**config.mk**
```make
export PLATFORM = sky130hd
export DESIGN_NAME = sio_port_front
export DESIGN_NICKNAME = d
export VERILOG_FILES = /design/src/rtl/sio_pkg.sv /design/src/rtl/sio_ctrl_regs.sv /design/src/rtl/sio_irq_unit.sv /design/src/rtl/sio_rx_stat.sv /design/src/rtl/sio_port_front.sv
export SDC_FILE = /design/constraint.sdc
export NUM_CORES = 1
export LEC_CHECK = 0
export BUFFER_PORTS_ARGS = -buffer_cell sky130_fd_sc_hd__buf_2
export CORE_MARGIN = 8
export CORE_UTILIZATION = 34
export DETAILED_ROUTE_END_ITERATION = 10
export PLACE_DENSITY = 0.5
export SLEW_MARGIN = 20
export SYNTH_ARGS = -nofsm -noshare
export SYNTH_HDL_FRONTEND = slang
export SYNTH_HIERARCHICAL = 1
export SYNTH_SLANG_ARGS = --single-unit
```
**constraint.sdc**
```tcl
create_clock -name clk -period 3.7 [get_ports clk]
set_clock_uncertainty 0.2 [all_clocks]
set_input_delay 1.11 -clock clk [delete_from_list [all_inputs] [get_ports clk]]
set_output_delay 1.11 -clock clk [all_outputs]
set_load 0.03 [all_outputs]
```
**src/rtl/sio_pkg.sv**
```systemverilog
package sio_pkg;

    localparam int DATA_W = 32;
    localparam int BYTE_W = 8;
    localparam int ADDR_W = 4;

    // word indices of the register window
    localparam logic [ADDR_W-1:0] IDX_TXCTRL  = 4'd0;
    localparam logic [ADDR_W-1:0] IDX_DMAEN   = 4'd1;
    localparam logic [ADDR_W-1:0] IDX_RXCTRL  = 4'd2;
    localparam logic [ADDR_W-1:0] IDX_DOUT    = 4'd7;
    localparam logic [ADDR_W-1:0] IDX_STATCLR = 4'd8;
    localparam logic [ADDR_W-1:0] IDX_STATPK  = 4'd9;
    localparam logic [ADDR_W-1:0] IDX_MASK    = 4'd11;
    localparam logic [ADDR_W-1:0] IDX_ACK     = 4'd12;
    localparam logic [ADDR_W-1:0] IDX_RAW     = 4'd13;
    localparam logic [ADDR_W-1:0] IDX_MASKED  = 4'd14;

    // status word bit positions
    localparam int ST_DAV     = 16;
    localparam int ST_TX_IDLE = 22;
    localparam int ST_TX_RDY  = 24;

    // interrupt bit positions
    localparam int IRQ_TXDONE = 0;
    localparam int IRQ_RXDATA = 3;

    typedef struct packed {
        logic              wr;
        logic              rd;
        logic [ADDR_W-1:0] idx;
        logic [DATA_W-1:0] wdata;
    } bus_req_t;

    typedef struct packed {
        logic [DATA_W-1:0] tx_ctrl;
        logic [DATA_W-1:0] dma_en;
        logic [DATA_W-1:0] rx_ctrl;
        logic [DATA_W-1:0] mask;
        logic [DATA_W-1:0] ack;
    } ctrl_bank_t;

    function automatic logic wr_hit(bus_req_t q, logic [ADDR_W-1:0] idx);
        return q.wr && (q.idx == idx);
    endfunction

    function automatic logic rd_hit(bus_req_t q, logic [ADDR_W-1:0] idx);
        return q.rd && (q.idx == idx);
    endfunction

    function automatic logic [DATA_W-1:0] stat_word(logic dav, logic [BYTE_W-1:0] data);
        logic [DATA_W-1:0] w;
        w = '0;
        w[ST_TX_RDY]    = 1'b1;
        w[ST_TX_IDLE]   = 1'b1;
        w[ST_DAV]       = dav;
        w[BYTE_W-1:0]   = data;
        return w;
    endfunction

endpackage

```
**src/rtl/sio_ctrl_regs.sv**
```systemverilog
module sio_ctrl_regs
    import sio_pkg::*;
(
    input  logic       clk,
    input  logic       rst,
    input  bus_req_t   req,
    output ctrl_bank_t bank
);

    localparam int N_STORE = 4;
    localparam logic [N_STORE*ADDR_W-1:0] STORE_IDX =
        {IDX_MASK, IDX_RXCTRL, IDX_DMAEN, IDX_TXCTRL};

    logic [DATA_W-1:0] store_q [N_STORE];

    for (genvar g = 0; g < N_STORE; g++) begin : g_store
        always_ff @(posedge clk) begin
            if (rst)
                store_q[g] <= '0;
            else if (wr_hit(req, STORE_IDX[g*ADDR_W +: ADDR_W]))
                store_q[g] <= req.wdata;
        end
    end

    // one-shot acknowledge: holds a written value for exactly one cycle
    logic [DATA_W-1:0] ack_q;
    always_ff @(posedge clk) begin
        if (rst)
            ack_q <= '0;
        else if (wr_hit(req, IDX_ACK))
            ack_q <= req.wdata;
        else
            ack_q <= '0;
    end

    always_comb begin
        bank.tx_ctrl = store_q[0];
        bank.dma_en  = store_q[1];
        bank.rx_ctrl = store_q[2];
        bank.mask    = store_q[3];
        bank.ack     = ack_q;
    end

endmodule

```
**src/rtl/sio_irq_unit.sv**
```systemverilog
module sio_irq_unit
    import sio_pkg::*;
(
    input  logic              clk,
    input  logic              rst,
    input  logic [DATA_W-1:0] ack,
    input  logic [DATA_W-1:0] events,
    input  logic [DATA_W-1:0] mask,
    output logic [DATA_W-1:0] raw,
    output logic [DATA_W-1:0] masked,
    output logic              irq
);

    logic [DATA_W-1:0] raw_q;

    // acknowledge clears first, events of the same edge win
    always_ff @(posedge clk) begin
        if (rst)
            raw_q <= '0;
        else
            raw_q <= (raw_q & ~ack) | events;
    end

    always_comb begin
        raw    = raw_q;
        masked = raw_q & mask;
        irq    = |masked;
    end

endmodule

```
**src/rtl/sio_rx_stat.sv**
```systemverilog
module sio_rx_stat
    import sio_pkg::*;
(
    input  logic              clk,
    input  logic              rst,
    input  logic              rx_valid,
    input  logic [BYTE_W-1:0] rx_data,
    input  logic              rx_enable,
    input  logic              rx_pending,
    input  logic              rd_clear,
    output logic              rx_ready,
    output logic              rx_accept,
    output logic [DATA_W-1:0] status
);

    logic [BYTE_W-1:0] data_q;
    logic              dav_q;

    always_comb begin
        rx_ready  = rx_enable | ~rx_pending;
        rx_accept = rx_valid & rx_ready;
        status    = stat_word(dav_q, data_q);
    end

    always_ff @(posedge clk) begin
        if (rst) begin
            data_q <= '0;
            dav_q  <= 1'b0;
        end else if (rx_accept) begin
            data_q <= rx_data;
            dav_q  <= 1'b1;
        end else if (rd_clear) begin
            dav_q  <= 1'b0;
        end
    end

endmodule

```
**src/rtl/sio_port_front.sv**
```systemverilog
module sio_port_front
    import sio_pkg::*;
(
    input  logic              clk,
    input  logic              rst,
    input  logic              bus_wr,
    input  logic              bus_rd,
    input  logic [ADDR_W-1:0] bus_addr,
    input  logic [DATA_W-1:0] bus_wdata,
    output logic [DATA_W-1:0] bus_rdata,
    output logic [BYTE_W-1:0] tx_data,
    output logic              tx_valid,
    input  logic [BYTE_W-1:0] rx_data,
    input  logic              rx_valid,
    output logic              rx_ready,
    output logic              irq
);

    bus_req_t          req;
    ctrl_bank_t        bank;
    logic [DATA_W-1:0] raw, masked, status, events;
    logic              rx_accept, tx_fire;

    always_comb begin
        req.wr    = bus_wr;
        req.rd    = bus_rd;
        req.idx   = bus_addr;
        req.wdata = bus_wdata;
    end

    sio_ctrl_regs u_regs (
        .clk  (clk),
        .rst  (rst),
        .req  (req),
        .bank (bank)
    );

    sio_rx_stat u_rx (
        .clk        (clk),
        .rst        (rst),
        .rx_valid   (rx_valid),
        .rx_data    (rx_data),
        .rx_enable  (bank.rx_ctrl[0]),
        .rx_pending (raw[IRQ_RXDATA]),
        .rd_clear   (rd_hit(req, IDX_STATCLR)),
        .rx_ready   (rx_ready),
        .rx_accept  (rx_accept),
        .status     (status)
    );

    assign tx_fire = wr_hit(req, IDX_DOUT);

    always_comb begin
        events             = '0;
        events[IRQ_TXDONE] = tx_fire;
        events[IRQ_RXDATA] = rx_accept;
    end

    sio_irq_unit u_irq (
        .clk    (clk),
        .rst    (rst),
        .ack    (bank.ack),
        .events (events),
        .mask   (bank.mask),
        .raw    (raw),
        .masked (masked),
        .irq    (irq)
    );

    always_ff @(posedge clk) begin
        if (rst) begin
            tx_valid <= 1'b0;
            tx_data  <= '0;
        end else begin
            tx_valid <= tx_fire;
            if (tx_fire)
                tx_data <= bus_wdata[BYTE_W-1:0];
        end
    end

    always_comb begin
        case (bus_addr)
            IDX_TXCTRL:  bus_rdata = bank.tx_ctrl;
            IDX_DMAEN:   bus_rdata = bank.dma_en;
            IDX_RXCTRL:  bus_rdata = bank.rx_ctrl;
            IDX_STATCLR,
            IDX_STATPK:  bus_rdata = status;
            IDX_MASK:    bus_rdata = bank.mask;
            IDX_ACK:     bus_rdata = bank.ack;
            IDX_RAW:     bus_rdata = raw;
            IDX_MASKED:  bus_rdata = masked;
            default:     bus_rdata = '0;
        endcase
    end

endmodule

```
==> impl_results.html, run 1 <==
<table>
<tr><th>Metric</th><th>Value</th></tr>
<tr><th colspan="2">Status</th></tr>
<tr><td>Run status</td><td>complete, but fails checks</td></tr>
<tr><td>Failing checks</td><td>negative setup slack</td></tr>
<tr><th colspan="2">Pwr</th></tr>
<tr><td>Total power divided by cell area</td><td>443.9 mW/mm^2</td></tr>
<tr><td>Post-route total power</td><td>5.756 mW</td></tr>
<tr><td>Peak supply drop</td><td>303.6 uV</td></tr>
<tr><td>Static leakage power</td><td>4.681 nW</td></tr>
<tr><th colspan="2">Global route</th></tr>
<tr><td>Overall Global Routing Usage</td><td>17.83%</td></tr>
<tr><td>Global-route wire length before repair</td><td>50.19 mm</td></tr>
<tr><td>Via count of the first global-routing pass</td><td>8244</td></tr>
<tr><td>GR Overflow Total</td><td>0</td></tr>
<tr><td>Antenna violations before repair</td><td>1</td></tr>
<tr><td>Pin count of the biggest net entering global routing</td><td>97</td></tr>
<tr><th colspan="2">Worst setup path</th></tr>
<tr><td>Reg-to-reg critical path startpoint</td><td>u_regs/store_q[2][0]</td></tr>
<tr><td>Nature of the critical path endpoint</td><td>output port</td></tr>
<tr><td>CP required</td><td>2.39 ns</td></tr>
<tr><td>Endpoint of the most critical register-to-register path</td><td>u_irq/raw[3]</td></tr>
<tr><td>Critical path fanouts, max</td><td>2</td></tr>
<tr><td>CP startpoint kind</td><td>flop</td></tr>
<tr><td>Arrival time reported for the critical path endpoint</td><td>2.76 ns</td></tr>
<tr><td>Worst Setup Path Type</td><td>flop to output port</td></tr>
<tr><td>Path depth of the worst reg2reg path</td><td>4</td></tr>
<tr><td>Worst reg-to-reg setup slack</td><td>2.29 ns</td></tr>
<tr><th colspan="2">Synthesis</th></tr>
<tr><td>Area fraction of the dominant cell type after synthesis</td><td>37.06%</td></tr>
<tr><td>Mapped Cells</td><td>1001</td></tr>
<tr><td>Combined area of all synthesized cells</td><td>0.01037 mm^2</td></tr>
<tr><td>Library cell occupying the most area in the post-synthesis netlist</td><td>sky130_fd_sc_hd__edfxtp_1</td></tr>
<tr><td>Synth Register Bits</td><td>210</td></tr>
<tr><td>Sequential cell area fraction in the yosys report</td><td>52.88%</td></tr>
<tr><td>Ranking of synthesized cells by area</td><td>sky130_fd_sc_hd__edfxtp_1, sky130_fd_sc_hd__dfxtp_1, sky130_fd_sc_hd__nor3_1</td></tr>
<tr><td>Total number of yosys warnings</td><td>6</td></tr>
<tr><td>Number of enable flip-flop cells after synthesis</td><td>128</td></tr>
<tr><td>Fraction of synthesis flops using an asynchronous set or reset pin</td><td>0%</td></tr>
<tr><td>Distinct cell type count after synthesis</td><td>49</td></tr>
<tr><td>Synthesized area divided by synthesized cell count</td><td>10.36 um^2</td></tr>
<tr><td>Top_reg_cell synth</td><td>sky130_fd_sc_hd__edfxtp_1</td></tr>
<tr><th colspan="2">Route</th></tr>
<tr><td>Remaining DRCs</td><td>0</td></tr>
<tr><td>Number of nets with antenna violations after detailed routing</td><td>0</td></tr>
<tr><td>Total Routed Length</td><td>32.91 mm</td></tr>
<tr><td>Average wire length per cell after detail routing</td><td>21.15 um</td></tr>
<tr><td>Via count</td><td>8068</td></tr>
<tr><td>Via-to-Cell Ratio</td><td>5.185</td></tr>
<tr><td>Number of detailed-route iterations in the first pass</td><td>5</td></tr>
<tr><td>Count of routing violations after the opening detailed-route iteration</td><td>551</td></tr>
<tr><th colspan="2">Floorplan</th></tr>
<tr><td>X dimension of the die</td><td>190.7 um</td></tr>
<tr><td>Chip height</td><td>190.7 um</td></tr>
<tr><td>I/O Pins</td><td>92</td></tr>
<tr><td>Area inside the core boundary</td><td>0.03035 mm^2</td></tr>
<tr><td>Initial cell density of the core</td><td>34.18%</td></tr>
<tr><td>Total number of placement rows</td><td>64</td></tr>
<tr><td>Die Footprint</td><td>0.03635 mm^2</td></tr>
<tr><th colspan="2">Clocking</th></tr>
<tr><td>Number of buffers created by CTS</td><td>24</td></tr>
<tr><td>Clock tree from TritonCTS</td><td>built</td></tr>
<tr><td>CTS clock-pin slew for the worst setup and hold paths</td><td>0.06 ns</td></tr>
<tr><td>Clock root cell</td><td>sky130_fd_sc_hd__clkbuf_16</td></tr>
<tr><td>H-tree levels</td><td>1</td></tr>
<tr><td>Worst-case clock buffer depth</td><td>3</td></tr>
<tr><td>Clk sink count</td><td>210</td></tr>
<tr><td>Clk_lat worst skew</td><td>0.52 ns</td></tr>
<tr><th colspan="2">Finish</th></tr>
<tr><td>Number of inserted filler cells in the final layout</td><td>2955</td></tr>
<tr><td>Share of cells above drive strength 1</td><td>32.24%</td></tr>
<tr><td>Net count of the finished layout</td><td>1191</td></tr>
<tr><td>Area Overhead vs Synth</td><td>25.01%</td></tr>
<tr><td>Number of antenna cells inserted</td><td>0</td></tr>
<tr><td>Most common cell after layout, fill and taps aside</td><td>sky130_fd_sc_hd__edfxtp_1</td></tr>
<tr><td>Commonest cells after routing, fill and taps aside</td><td>sky130_fd_sc_hd__edfxtp_1, sky130_fd_sc_hd__nor3_1, sky130_fd_sc_hd__dfxtp_1</td></tr>
<tr><th colspan="2">Timing</th></tr>
<tr><td>Final hold violation count</td><td>0</td></tr>
<tr><td>Final hold slack</td><td>0.2747 ns</td></tr>
<tr><td>Worst max-slew margin expressed relative to the limit</td><td>59.63%</td></tr>
<tr><td>Final min period</td><td>4.075 ns</td></tr>
<tr><td>Tcrit/Tclk final</td><td>110.1%</td></tr>
<tr><td>Number of setup violations in the final report</td><td>1</td></tr>
<tr><td>Final setup TNS</td><td>-0.3748 ns</td></tr>
<tr><td>Unrepaired setup endpoints after global routing</td><td>yes</td></tr>
<tr><td>Pins Over Slew Limit</td><td>0</td></tr>
<tr><td>Peak clock frequency supported by timing</td><td>0.2454 GHz</td></tr>
<tr><td>PnR worst setup slack</td><td>-0.3748 ns</td></tr>
<tr><td>Tightest Pin Transition</td><td>0.6056 ns</td></tr>
<tr><th colspan="2">Placed design</th></tr>
<tr><td>Final weighted congestion of routability-driven global placement</td><td>0.8363</td></tr>
<tr><td>Number of input and output port buffers inserted</td><td>91</td></tr>
<tr><td>Estimated wirelength of the detail-placed design</td><td>21.56 mm</td></tr>
<tr><th colspan="2">Min path</th></tr>
<tr><td>Endpoint, Worst Hold</td><td>u_rx/data_q[1]</td></tr>
<tr><td>Number of stages on the worst hold path</td><td>2</td></tr>
<tr><td>Startpoint of the most critical hold path</td><td>u_rx/data_q[1]</td></tr>
<tr><td>Worst hold-check path type</td><td>flop to flop</td></tr>
<tr><th colspan="2">Flow run</th></tr>
<tr><td>Number of max-cap violations</td><td>0</td></tr>
</table>
==> synth_stat cells (all sizes together), types with 30 or more instances <==
master,n
o211ai,30
mux2,31
a221oi,30
nand2,33
clkbuf,48
nand3,40
edfxtp,128
a31o,30
inv,66
a22oi,30
nand2b,43
a21oi,42
and2,33
nor3,161
nor2,34
buf,67
dfxtp,82
==> repair_timing <==
item,4_1_cts,5_1_grt
pin swaps,16,10
resized for setup,63,43
setup endpoints to repair,33,33
gates cloned,2,1
hold buffers,0,0
setup buffers,7,2
==> area by class of cell <==
| class | count | area (um^2) | share of cell area (%) |
|---|---|---|---|
| Sequential cell | 210 | 5485 | 42.30 |
| Tap cell | 396 | 495.5 | 3.821 |
| Clock inverter | 7 | 37.54 | 0.2895 |
| Inverter | 66 | 247.7 | 1.911 |
| Multi-Input combinational cell | 660 | 4448 | 34.30 |
| Clock buffer | 37 | 740.7 | 5.713 |
| Timing Repair Buffer | 180 | 1511 | 11.66 |
==> through the flow <==
stage	utilization [%]	instances	setup WS (ns)	instance area, um^2
floorplan	-	1051	0.05102	10580
global placement	38.68	1504	-0.2177	11740
detailed placement	38.68	1504	-0.2119	11740
CTS	42.20	1556	-0.3967	12810
global route	42.72	1556	-0.4086	12970
finish	42.72	1556	-0.3748	12970
==> how the worst max path moves through the flow <==
stage / startpoint / endpoint / slack [ns] / depth (start not counted)
after floorplan: bus_addr[2] / bus_rdata[24] / 0.05 / 5
after global placement: bus_addr[0] / bus_rdata[22] / -0.22 / 7
after detailed placement: bus_addr[0] / bus_rdata[22] / -0.21 / 7
after CTS: u_regs/store_q[3][14] / irq / -0.40 / 5
after global routing: u_regs/store_q[3][14] / irq / -0.41 / 5
final: u_regs/store_q[3][21] / irq / -0.37 / 5
==> state kept, by name, indices dropped and copies added, names as in the netlist <==
name            cells
u_regs/store_q    128
u_irq/raw          32
u_regs/ack_q       32
tx_data             8
u_rx/data_q         8
tx_valid            1
u_rx/dav_q          1
==> power by group <==
part           total (mW)  leakage [nW]  internal (mW)  switching (mW)
logic               0.761          2.40          0.294           0.467
clock network        2.34         0.379           1.37           0.964
registers            2.66          1.90           2.60          0.0581
==> cell families after synthesis <==
kind of cell,share of synthesized area [%]
AND/OR/NAND/NOR,22.03
flip-flops,52.88
AO/OA/AOI/OAI,13.26
buffers and inverters,8.263
multiplexers,3.462
other,0.1086
==> critical path: stages, from the launching register on <==
cell and delay, ns:
sky130_fd_sc_hd__edfxtp_1 0.38, sky130_fd_sc_hd__and2_1 0.16, sky130_fd_sc_hd__or4_1 0.58, sky130_fd_sc_hd__or4_1 0.49, sky130_fd_sc_hd__or4_4 0.46, sky130_fd_sc_hd__buf_6 0.16
==> layer usage <==
layer / track usage [%] / routed length, um
met1: 24.36 / 15070
met2: 29.35 / 15590
met3: 2.469 / 1607
met4: 4.475 / 633
met5: 0 / 10
Note: power is estimated with default switching activity, not from simulation.
==> inputs of run 2 (changes only) <==
--- a/config.mk
+++ b/config.mk
@@ -9,7 +9,7 @@
 export CORE_MARGIN = 8
 export CORE_UTILIZATION = 34
 export DETAILED_ROUTE_END_ITERATION = 10
-export PLACE_DENSITY = 0.5
+export PLACE_DENSITY = 0.63
 export SLEW_MARGIN = 20
 export SYNTH_ARGS = -nofsm -noshare
 export SYNTH_HDL_FRONTEND = slang
==> impl_results.html, run 2 (synthesis results as in run 1) <==
<table>
<tr><th>Metric</th><th>Value</th></tr>
<tr><th colspan="2">Status</th></tr>
<tr><td>Run status</td><td>complete, but fails checks</td></tr>
<tr><td>Failing checks</td><td>negative setup slack</td></tr>
<tr><th colspan="2">Placed design</th></tr>
<tr><td>Number of input and output port buffers inserted</td><td>91 (unchanged)</td></tr>
<tr><td>Estimated wirelength of the detail-placed design</td><td>20.94 mm (-2.9%)</td></tr>
<tr><td>Post-Place Setup Slack</td><td>-0.1539 ns (+0.05803 ns)</td></tr>
<tr><td>Final weighted congestion of routability-driven global placement</td><td>0.8296 (-0.80%)</td></tr>
<tr><td>Area of placed instances</td><td>0.01176 mm^2 (+0.19%)</td></tr>
<tr><th colspan="2">Timing</th></tr>
<tr><td>Pins Over Slew Limit</td><td>0 (unchanged)</td></tr>
<tr><td>Final hold slack</td><td>0.2785 ns (+0.003741 ns)</td></tr>
<tr><td>Tcrit/Tclk final</td><td>109.6% (-0.50 points)</td></tr>
<tr><td>Final min period</td><td>4.056 ns (-0.01832 ns)</td></tr>
<tr><td>Number of setup violations in the final report</td><td>1 (unchanged)</td></tr>
<tr><td>Worst max-slew margin expressed relative to the limit</td><td>64.62% (+5.0 points)</td></tr>
<tr><td>PnR worst setup slack</td><td>-0.3565 ns (+0.01832 ns)</td></tr>
<tr><td>Final hold violation count</td><td>0 (unchanged)</td></tr>
<tr><td>Tightest Pin Transition</td><td>0.5279 ns (-0.07767 ns)</td></tr>
<tr><td>Peak clock frequency supported by timing</td><td>0.2465 GHz (+0.45%)</td></tr>
<tr><td>Unrepaired setup endpoints after global routing</td><td>yes</td></tr>
<tr><td>Final setup TNS</td><td>-0.3565 ns (+0.01832 ns)</td></tr>
<tr><th colspan="2">Finish</th></tr>
<tr><td>Number of flip-flops in the largest register</td><td>128 (unchanged)</td></tr>
<tr><td>Final Cell Area</td><td>0.01303 mm^2 (+0.45%)</td></tr>
<tr><td>Area Overhead vs Synth</td><td>25.57%</td></tr>
<tr><td>Commonest cells after routing, fill and taps aside</td><td>sky130_fd_sc_hd__edfxtp_1, sky130_fd_sc_hd__nor3_1, sky130_fd_sc_hd__buf_4</td></tr>
<tr><td>Largest reg by FF count</td><td>u_regs/store_q</td></tr>
<tr><td>Net count of the finished layout</td><td>1194 (+0.25%)</td></tr>
<tr><td>Multi-input logic area</td><td>0.004489 mm^2 (+0.93%)</td></tr>
<tr><td>Share of cells above drive strength 1</td><td>32.50% (+0.26 points)</td></tr>
<tr><td>Register area</td><td>0.005485 mm^2 (unchanged)</td></tr>
<tr><td>Most common cell after layout, fill and taps aside</td><td>sky130_fd_sc_hd__edfxtp_1</td></tr>
<tr><td>Number of inserted filler cells in the final layout</td><td>2892 (-2.1%)</td></tr>
<tr><th colspan="2">Worst setup path</th></tr>
<tr><td>Reg-to-reg critical path startpoint</td><td>u_regs/store_q[2][0]</td></tr>
<tr><td>Endpoint of the most critical register-to-register path</td><td>u_irq/raw[3]</td></tr>
<tr><td>Critical path fanouts, max</td><td>2 (unchanged)</td></tr>
<tr><td>Worst setup path startpoint</td><td>u_regs/store_q[3][25]</td></tr>
<tr><td>Worst Setup Path Type</td><td>flop to output port</td></tr>
<tr><td>Worst reg-to-reg setup slack</td><td>2.30 ns (about the same)</td></tr>
<tr><td>CP required</td><td>2.39 ns (about the same)</td></tr>
<tr><td>CP startpoint kind</td><td>flop</td></tr>
<tr><td>Nature of the critical path endpoint</td><td>output port</td></tr>
<tr><td>Arrival time reported for the critical path endpoint</td><td>2.75 ns (about the same)</td></tr>
<tr><td>Path depth of the worst reg2reg path</td><td>4 (unchanged)</td></tr>
<tr><th colspan="2">Global route</th></tr>
<tr><td>Antenna violations before repair</td><td>3 (+2)</td></tr>
<tr><td>Overall Global Routing Usage</td><td>16.89% (-0.94 points)</td></tr>
<tr><td>Global-route wire length before repair</td><td>48.42 mm (-3.5%)</td></tr>
<tr><td>Pin count of the biggest net entering global routing</td><td>65 (-33%)</td></tr>
<tr><td>GR Overflow Total</td><td>0 (unchanged)</td></tr>
<tr><td>Via count of the first global-routing pass</td><td>8473 (+2.8%)</td></tr>
<tr><th colspan="2">Pwr</th></tr>
<tr><td>Cell Int Power</td><td>4.241 mW (-0.62%)</td></tr>
<tr><td>Share of total power in the clock network</td><td>39.7% (-0.9 points)</td></tr>
<tr><td>Seq pwr share</td><td>46.8% (+0.6 points)</td></tr>
<tr><td>Total power divided by cell area</td><td>436.7 mW/mm^2 (-1.6%)</td></tr>
<tr><td>Net switching power</td><td>1.447 mW (-2.8%)</td></tr>
<tr><td>Static leakage power</td><td>4.732 nW (+1.1%)</td></tr>
<tr><td>Post-route total power</td><td>5.688 mW (-1.2%)</td></tr>
<tr><td>Switching share of total power</td><td>25.44% (-0.42 points)</td></tr>
<tr><td>Combinational share of power</td><td>13.5% (+0.3 points)</td></tr>
<tr><td>Peak supply drop</td><td>313.3 uV (+3.2%)</td></tr>
<tr><th colspan="2">Route</th></tr>
<tr><td>Via-to-Cell Ratio</td><td>5.324 (+2.7%)</td></tr>
<tr><td>Total length of routed met2 wires</td><td>14.83 mm (-4.8%)</td></tr>
<tr><td>Number of detailed-route iterations in the first pass</td><td>7 (+2)</td></tr>
<tr><td>Total Routed Length</td><td>31.49 mm (-4.3%)</td></tr>
<tr><td>Total met3 wirelength after detailed routing</td><td>2.175 mm (+35%)</td></tr>
<tr><td>Top sig layer</td><td>met5</td></tr>
<tr><td>Remaining DRCs</td><td>0 (unchanged)</td></tr>
<tr><td>Met1 layer wirelength in the final routing</td><td>13.44 mm (-11%)</td></tr>
<tr><td>Average wire length per cell after detail routing</td><td>20.18 um (-4.6%)</td></tr>
<tr><td>Number of nets with antenna violations after detailed routing</td><td>0 (unchanged)</td></tr>
<tr><td>Count of routing violations after the opening detailed-route iteration</td><td>570 (+3.4%)</td></tr>
<tr><td>Via count</td><td>8305 (+2.9%)</td></tr>
<tr><th colspan="2">Clocking</th></tr>
<tr><td>Worst-case clock buffer depth</td><td>3 (unchanged)</td></tr>
<tr><td>Clk sink count</td><td>210 (unchanged)</td></tr>
<tr><td>Hold-fix buffers at CTS</td><td>0 (unchanged)</td></tr>
<tr><td>H-tree levels</td><td>1 (unchanged)</td></tr>
<tr><td>CTS clock-pin slew for the worst setup and hold paths</td><td>0.06 ns (about the same)</td></tr>
<tr><td>Number of buffers created by CTS</td><td>24 (unchanged)</td></tr>
<tr><td>Clock root cell</td><td>sky130_fd_sc_hd__clkbuf_16</td></tr>
<tr><td>Clock tree from TritonCTS</td><td>built</td></tr>
<tr><td>Clk_lat worst skew</td><td>0.51 ns (about the same)</td></tr>
<tr><th colspan="2">Floorplan</th></tr>
<tr><td>X dimension of the die</td><td>190.7 um (unchanged)</td></tr>
<tr><td>Initial cell density of the core</td><td>34.18% (unchanged)</td></tr>
<tr><td>Area inside the core boundary</td><td>0.03035 mm^2 (unchanged)</td></tr>
<tr><td>Total number of placement rows</td><td>64 (unchanged)</td></tr>
<tr><td>Chip height</td><td>190.7 um (unchanged)</td></tr>
<tr><td>I/O Pins</td><td>92 (unchanged)</td></tr>
<tr><td>Die Footprint</td><td>0.03635 mm^2 (unchanged)</td></tr>
<tr><th colspan="2">Min path</th></tr>
<tr><td>Worst hold-check path type</td><td>flop to flop</td></tr>
<tr><td>Endpoint, Worst Hold</td><td>tx_data[3]</td></tr>
<tr><td>Startpoint of the most critical hold path</td><td>tx_data[3]</td></tr>
<tr><td>Number of stages on the worst hold path</td><td>2 (unchanged)</td></tr>
<tr><th colspan="2">Flow run</th></tr>
<tr><td>Number of max-cap violations</td><td>0 (unchanged)</td></tr>
</table>
## run 2: stage by stage
stage | std cells | util [%]
2_1_floorplan | 1051 | -
3_3_place_gp | 1507 | 38.75
3_5_place_dp | 1507 | 38.75
4_1_cts | 1557 | 42.34
5_1_grt | 1560 | 42.92
6_report | 1560 | 42.92
## run 2: cell type report
| type | count | share of cell area [%] |
|---|---|---|
| clock buffers | 39 | 5.591 |
| inverters | 66 | 1.902 |
| clock inverters | 5 | 0.1921 |
| multi-input cells | 660 | 34.47 |
| flip-flops and latches | 210 | 42.11 |
| repair buffers | 183 | 11.91 |
| well taps | 396 | 3.804 |
| diodes | 1 | 0.01921 |
## run 2: power groups by stage
stage | clock network [mW] | registers, mW | logic, mW
after floorplan | 0 | 2.69 | 0.440
after global placement | 0 | 2.70 | 0.690
after detailed placement | 0 | 2.70 | 0.696
after CTS | 2.29 | 2.66 | 0.747
after global routing | 2.39 | 2.67 | 0.819
final | 2.26 | 2.66 | 0.766
## run 2: worst max-delay path by stage
stage / to
2_1_floorplan: bus_rdata[24]
3_3_place_gp: bus_rdata[5]
3_5_place_dp: bus_rdata[5]
4_1_cts: irq
5_1_grt: irq
6_report: irq
## run 2: timing repair
| action | in CTS | in global routing |
|---|---|---|
| buffers inserted | 3 | 1 |
| resized for setup | 64 | 46 |
| setup endpoints to repair | 33 | 31 |
| pin swaps | 12 | 13 |
| cloned | 3 | 1 |
## run 2: routing by layer
layer | track usage [%] | vias up
met5 | 0 | -
met1 | 21.92 | 4057
li1 | - | 3866
met3 | 2.908 | 70
met4 | 7.399 | 4
met2 | 27.32 | 308
## run 2: worst max-delay path: stages (launching register included)
cell	delay (ns)
sky130_fd_sc_hd__edfxtp_1	0.38
sky130_fd_sc_hd__and2_4	0.15
sky130_fd_sc_hd__or4_4	0.54
sky130_fd_sc_hd__or4_4	0.43
sky130_fd_sc_hd__or4_4	0.57
sky130_fd_sc_hd__buf_6	0.16
==> inputs of run 3 (changes only) <==
--- a/config.mk
+++ b/config.mk
@@ -8,8 +8,10 @@
 export BUFFER_PORTS_ARGS = -buffer_cell sky130_fd_sc_hd__buf_2
 export CORE_MARGIN = 8
 export CORE_UTILIZATION = 34
+export CTS_CLUSTER_SIZE = 10
 export DETAILED_ROUTE_END_ITERATION = 10
 export PLACE_DENSITY = 0.63
+export SKIP_CTS_REPAIR_TIMING = 1
 export SLEW_MARGIN = 20
 export SYNTH_ARGS = -nofsm -noshare
 export SYNTH_HDL_FRONTEND = slang
==> impl_results.html, run 3 (synthesis results as in run 1) <==
<table>
<tr><th>Metric</th><th>Value</th></tr>
<tr><th colspan="2">Finish</th></tr>
<tr><td>Final cell count without fillers</td><td>1562 (+0.13%)</td></tr>
<tr><td>Number of flip-flops in the largest register</td><td>128 (unchanged)</td></tr>
<tr><td>Register area</td><td>0.005485 mm^2 (unchanged)</td></tr>
<tr><td>Area Overhead vs Synth</td><td>25.21%</td></tr>
<tr><td>Number of inserted filler cells in the final layout</td><td>2903 (+0.38%)</td></tr>
<tr><td>Commonest cells after routing, fill and taps aside</td><td>sky130_fd_sc_hd__edfxtp_1, sky130_fd_sc_hd__nor3_1, sky130_fd_sc_hd__buf_4</td></tr>
<tr><td>Largest reg by FF count</td><td>u_regs/store_q</td></tr>
<tr><td>Net count of the finished layout</td><td>1197 (+0.25%)</td></tr>
<tr><td>Share of cells above drive strength 1</td><td>32.13% (-0.37 points)</td></tr>
<tr><td>Multi-input logic area</td><td>0.004509 mm^2 (+0.45%)</td></tr>
<tr><td>Most common cell after layout, fill and taps aside</td><td>sky130_fd_sc_hd__edfxtp_1</td></tr>
<tr><td>Final core area utilization</td><td>42.79% (-0.12 points)</td></tr>
<tr><th colspan="2">Route</th></tr>
<tr><td>Remaining DRCs</td><td>0 (unchanged)</td></tr>
<tr><td>Via-to-Cell Ratio</td><td>5.314 (-0.19%)</td></tr>
<tr><td>Number of detailed-route iterations in the first pass</td><td>5 (-2)</td></tr>
<tr><td>Average wire length per cell after detail routing</td><td>20.26 um (+0.37%)</td></tr>
<tr><td>Total Routed Length</td><td>31.64 mm (+0.50%)</td></tr>
<tr><td>Count of routing violations after the opening detailed-route iteration</td><td>558 (-2.1%)</td></tr>
<tr><td>Number of nets with antenna violations after detailed routing</td><td>0 (unchanged)</td></tr>
<tr><td>Via count</td><td>8300 (-0.060%)</td></tr>
<tr><th colspan="2">Floorplan</th></tr>
<tr><td>I/O Pins</td><td>92 (unchanged)</td></tr>
<tr><td>Area inside the core boundary</td><td>0.03035 mm^2 (unchanged)</td></tr>
<tr><td>Initial cell density of the core</td><td>34.18% (unchanged)</td></tr>
<tr><td>Total number of placement rows</td><td>64 (unchanged)</td></tr>
<tr><td>X dimension of the die</td><td>190.7 um (unchanged)</td></tr>
<tr><td>Die Footprint</td><td>0.03635 mm^2 (unchanged)</td></tr>
<tr><td>Chip height</td><td>190.7 um (unchanged)</td></tr>
<tr><th colspan="2">Global route</th></tr>
<tr><td>Pin count of the biggest net entering global routing</td><td>65 (unchanged)</td></tr>
<tr><td>Global-route wire length before repair</td><td>47.94 mm (-0.98%)</td></tr>
<tr><td>Via count of the first global-routing pass</td><td>8381 (-1.1%)</td></tr>
<tr><td>Overall Global Routing Usage</td><td>16.71% (-0.18 points)</td></tr>
<tr><td>GR Overflow Total</td><td>0 (unchanged)</td></tr>
<tr><td>Antenna violations before repair</td><td>3 (unchanged)</td></tr>
<tr><th colspan="2">Placed design</th></tr>
<tr><td>Number of input and output port buffers inserted</td><td>91 (unchanged)</td></tr>
<tr><td>Estimated wirelength of the detail-placed design</td><td>20.94 mm (unchanged)</td></tr>
<tr><td>Final weighted congestion of routability-driven global placement</td><td>0.8296 (unchanged)</td></tr>
<tr><td># placed instances</td><td>1507 (unchanged)</td></tr>
<tr><td>Post-Place Setup Slack</td><td>-0.1539 ns (unchanged)</td></tr>
<tr><th colspan="2">Worst setup path</th></tr>
<tr><td>Cells traversed along the worst timing path</td><td>and2_4, or4_4, or4_4, or4_4, buf_6</td></tr>
<tr><td>Arrival time reported for the critical path endpoint</td><td>2.79 ns (+0.04 ns)</td></tr>
<tr><td>Path depth of the worst reg2reg path</td><td>4 (unchanged)</td></tr>
<tr><td>Worst Setup Path Type</td><td>flop to output port</td></tr>
<tr><td>Cell with the biggest individual delay on the critical path</td><td>sky130_fd_sc_hd__or4_4</td></tr>
<tr><td>Worst reg-to-reg setup slack</td><td>2.31 ns (about the same)</td></tr>
<tr><td>Reg-to-reg critical path startpoint</td><td>u_regs/store_q[2][0]</td></tr>
<tr><td>Endpoint of the most critical register-to-register path</td><td>u_irq/raw[3]</td></tr>
<tr><td>Critical path fanouts, max</td><td>2 (unchanged)</td></tr>
<tr><td>CP required</td><td>2.39 ns (about the same)</td></tr>
<tr><td>Nature of the critical path endpoint</td><td>output port</td></tr>
<tr><td>CP startpoint kind</td><td>flop</td></tr>
<tr><td>Slowest Stage Delay on Critical Path</td><td>0.53 ns (-0.04 ns)</td></tr>
<tr><td>Most used cell, CP</td><td>sky130_fd_sc_hd__or4_4</td></tr>
<tr><th colspan="2">Min path</th></tr>
<tr><td>Number of stages on the worst hold path</td><td>2 (unchanged)</td></tr>
<tr><td>Startpoint of the most critical hold path</td><td>tx_data[7]</td></tr>
<tr><td>Endpoint, Worst Hold</td><td>tx_data[7]</td></tr>
<tr><td>Worst hold-check path type</td><td>flop to flop</td></tr>
<tr><th colspan="2">Timing</th></tr>
<tr><td>Tightest Pin Transition</td><td>0.5296 ns (+0.001639 ns)</td></tr>
<tr><td>Peak clock frequency supported by timing</td><td>0.2438 GHz (-1.1%)</td></tr>
<tr><td>Pins Over Slew Limit</td><td>0 (unchanged)</td></tr>
<tr><td>Number of setup violations in the final report</td><td>1 (unchanged)</td></tr>
<tr><td>Worst max-slew margin expressed relative to the limit</td><td>64.69% (+0.077 points)</td></tr>
<tr><td>Final hold slack</td><td>0.2746 ns (-0.003898 ns)</td></tr>
<tr><td>Final min period</td><td>4.102 ns (+0.04519 ns)</td></tr>
<tr><td>Unrepaired setup endpoints after global routing</td><td>yes</td></tr>
<tr><td>PnR worst setup slack</td><td>-0.4017 ns (-0.04519 ns)</td></tr>
<tr><td>Tcrit/Tclk final</td><td>110.9% (+1.2 points)</td></tr>
<tr><td>Final hold violation count</td><td>0 (unchanged)</td></tr>
<tr><th colspan="2">Pwr</th></tr>
<tr><td>Static leakage power</td><td>4.700 nW (-0.67%)</td></tr>
<tr><td>Peak supply drop</td><td>291.8 uV (-6.9%)</td></tr>
<tr><td>Total power divided by cell area</td><td>431.5 mW/mm^2 (-1.2%)</td></tr>
<tr><th colspan="2">Clocking</th></tr>
<tr><td>Clock tree from TritonCTS</td><td>built</td></tr>
<tr><td>Clock root cell</td><td>sky130_fd_sc_hd__clkbuf_16</td></tr>
<tr><td>Clk_lat worst skew</td><td>0.51 ns (about the same)</td></tr>
<tr><td>CTS clock-pin slew for the worst setup and hold paths</td><td>0.06 ns (about the same)</td></tr>
<tr><td>Worst-case clock buffer depth</td><td>3 (unchanged)</td></tr>
<tr><td>Clk sink count</td><td>210 (unchanged)</td></tr>
<tr><td>Number of buffers created by CTS</td><td>25 (+4.2%)</td></tr>
<tr><td>H-tree levels</td><td>1 (unchanged)</td></tr>
<tr><th colspan="2">Flow run</th></tr>
<tr><td>Number of max-cap violations</td><td>0 (unchanged)</td></tr>
<tr><th colspan="2">Status</th></tr>
<tr><td>Run status</td><td>complete, but fails checks</td></tr>
<tr><td>Failing checks</td><td>negative setup slack</td></tr>
</table>
==> run 3: cell types whose count changed in the layout (fill, tap and decap cells not counted), moves of 3 or more <==
| cell | change |
|---|---|
| sky130_fd_sc_hd__a221oi_2 | -3 |
| sky130_fd_sc_hd__buf_6 | +8 |
| sky130_fd_sc_hd__clkbuf_1 | +8 |
| sky130_fd_sc_hd__clkbuf_8 | -4 |
| sky130_fd_sc_hd__nand2_1 | -3 |
==> run 3: cell type report <==
| cell class | instances | share of cell area [%] |
|---|---|---|
| flip-flops and latches | 210 | 42.23 |
| clock buffers | 43 | 5.414 |
| multi-input cells | 660 | 34.72 |
| inverters | 66 | 1.908 |
| repair buffers | 185 | 11.87 |
| diodes | 2 | 0.03854 |
| well taps | 396 | 3.815 |
==> run 3: how the worst max path moves through the flow <==
stage	slack (ns)	cells after the start	startpoint	endpoint
2_1_floorplan	0.05	5	bus_addr[2]	bus_rdata[24]
3_3_place_gp	-0.15	7	bus_addr[0]	bus_rdata[5]
3_5_place_dp	-0.15	7	bus_addr[0]	bus_rdata[5]
4_1_cts	-0.55	5	u_regs/store_q[3][11]	irq
5_1_grt	-0.45	5	u_regs/store_q[3][12]	irq
6_report	-0.40	5	u_regs/store_q[3][12]	irq
==> run 3: routing by layer <==
layer | share of wire, % | track usage, % | up-vias
met5 | 0.073 | 0 | -
met2 | 47 | 27.20 | 307
met4 | 2.9 | 6.384 | 4
li1 | - | - | 3879
met1 | 43 | 21.62 | 4035
met3 | 7.3 | 3.328 | 75
==> run 3: stage by stage <==
stage	cell area, um^2	power (mW)	setup TNS, ns
final	12990	5.604	-0.4017
after global routing	12990	5.796	-0.7942
after CTS	12460	5.569	-3.820
after detailed placement	11760	3.398	-3.057
after global placement	11760	3.389	-3.161
after floorplan	10580	3.127	0
==> run 3: worst max-delay path: cells and delay by family, from the launching register on <==
family	cells	cell delay, ns
flip-flops	1	0.38
AND/OR/NAND/NOR	4	1.73
buffers and inverters	1	0.16
==> run 3: power by group <==
part	total (mW)	switching, mW	internal (mW)
Combinational	0.765	0.467	0.298
Sequential	2.66	0.0612	2.60
Clock	2.18	0.903	1.27
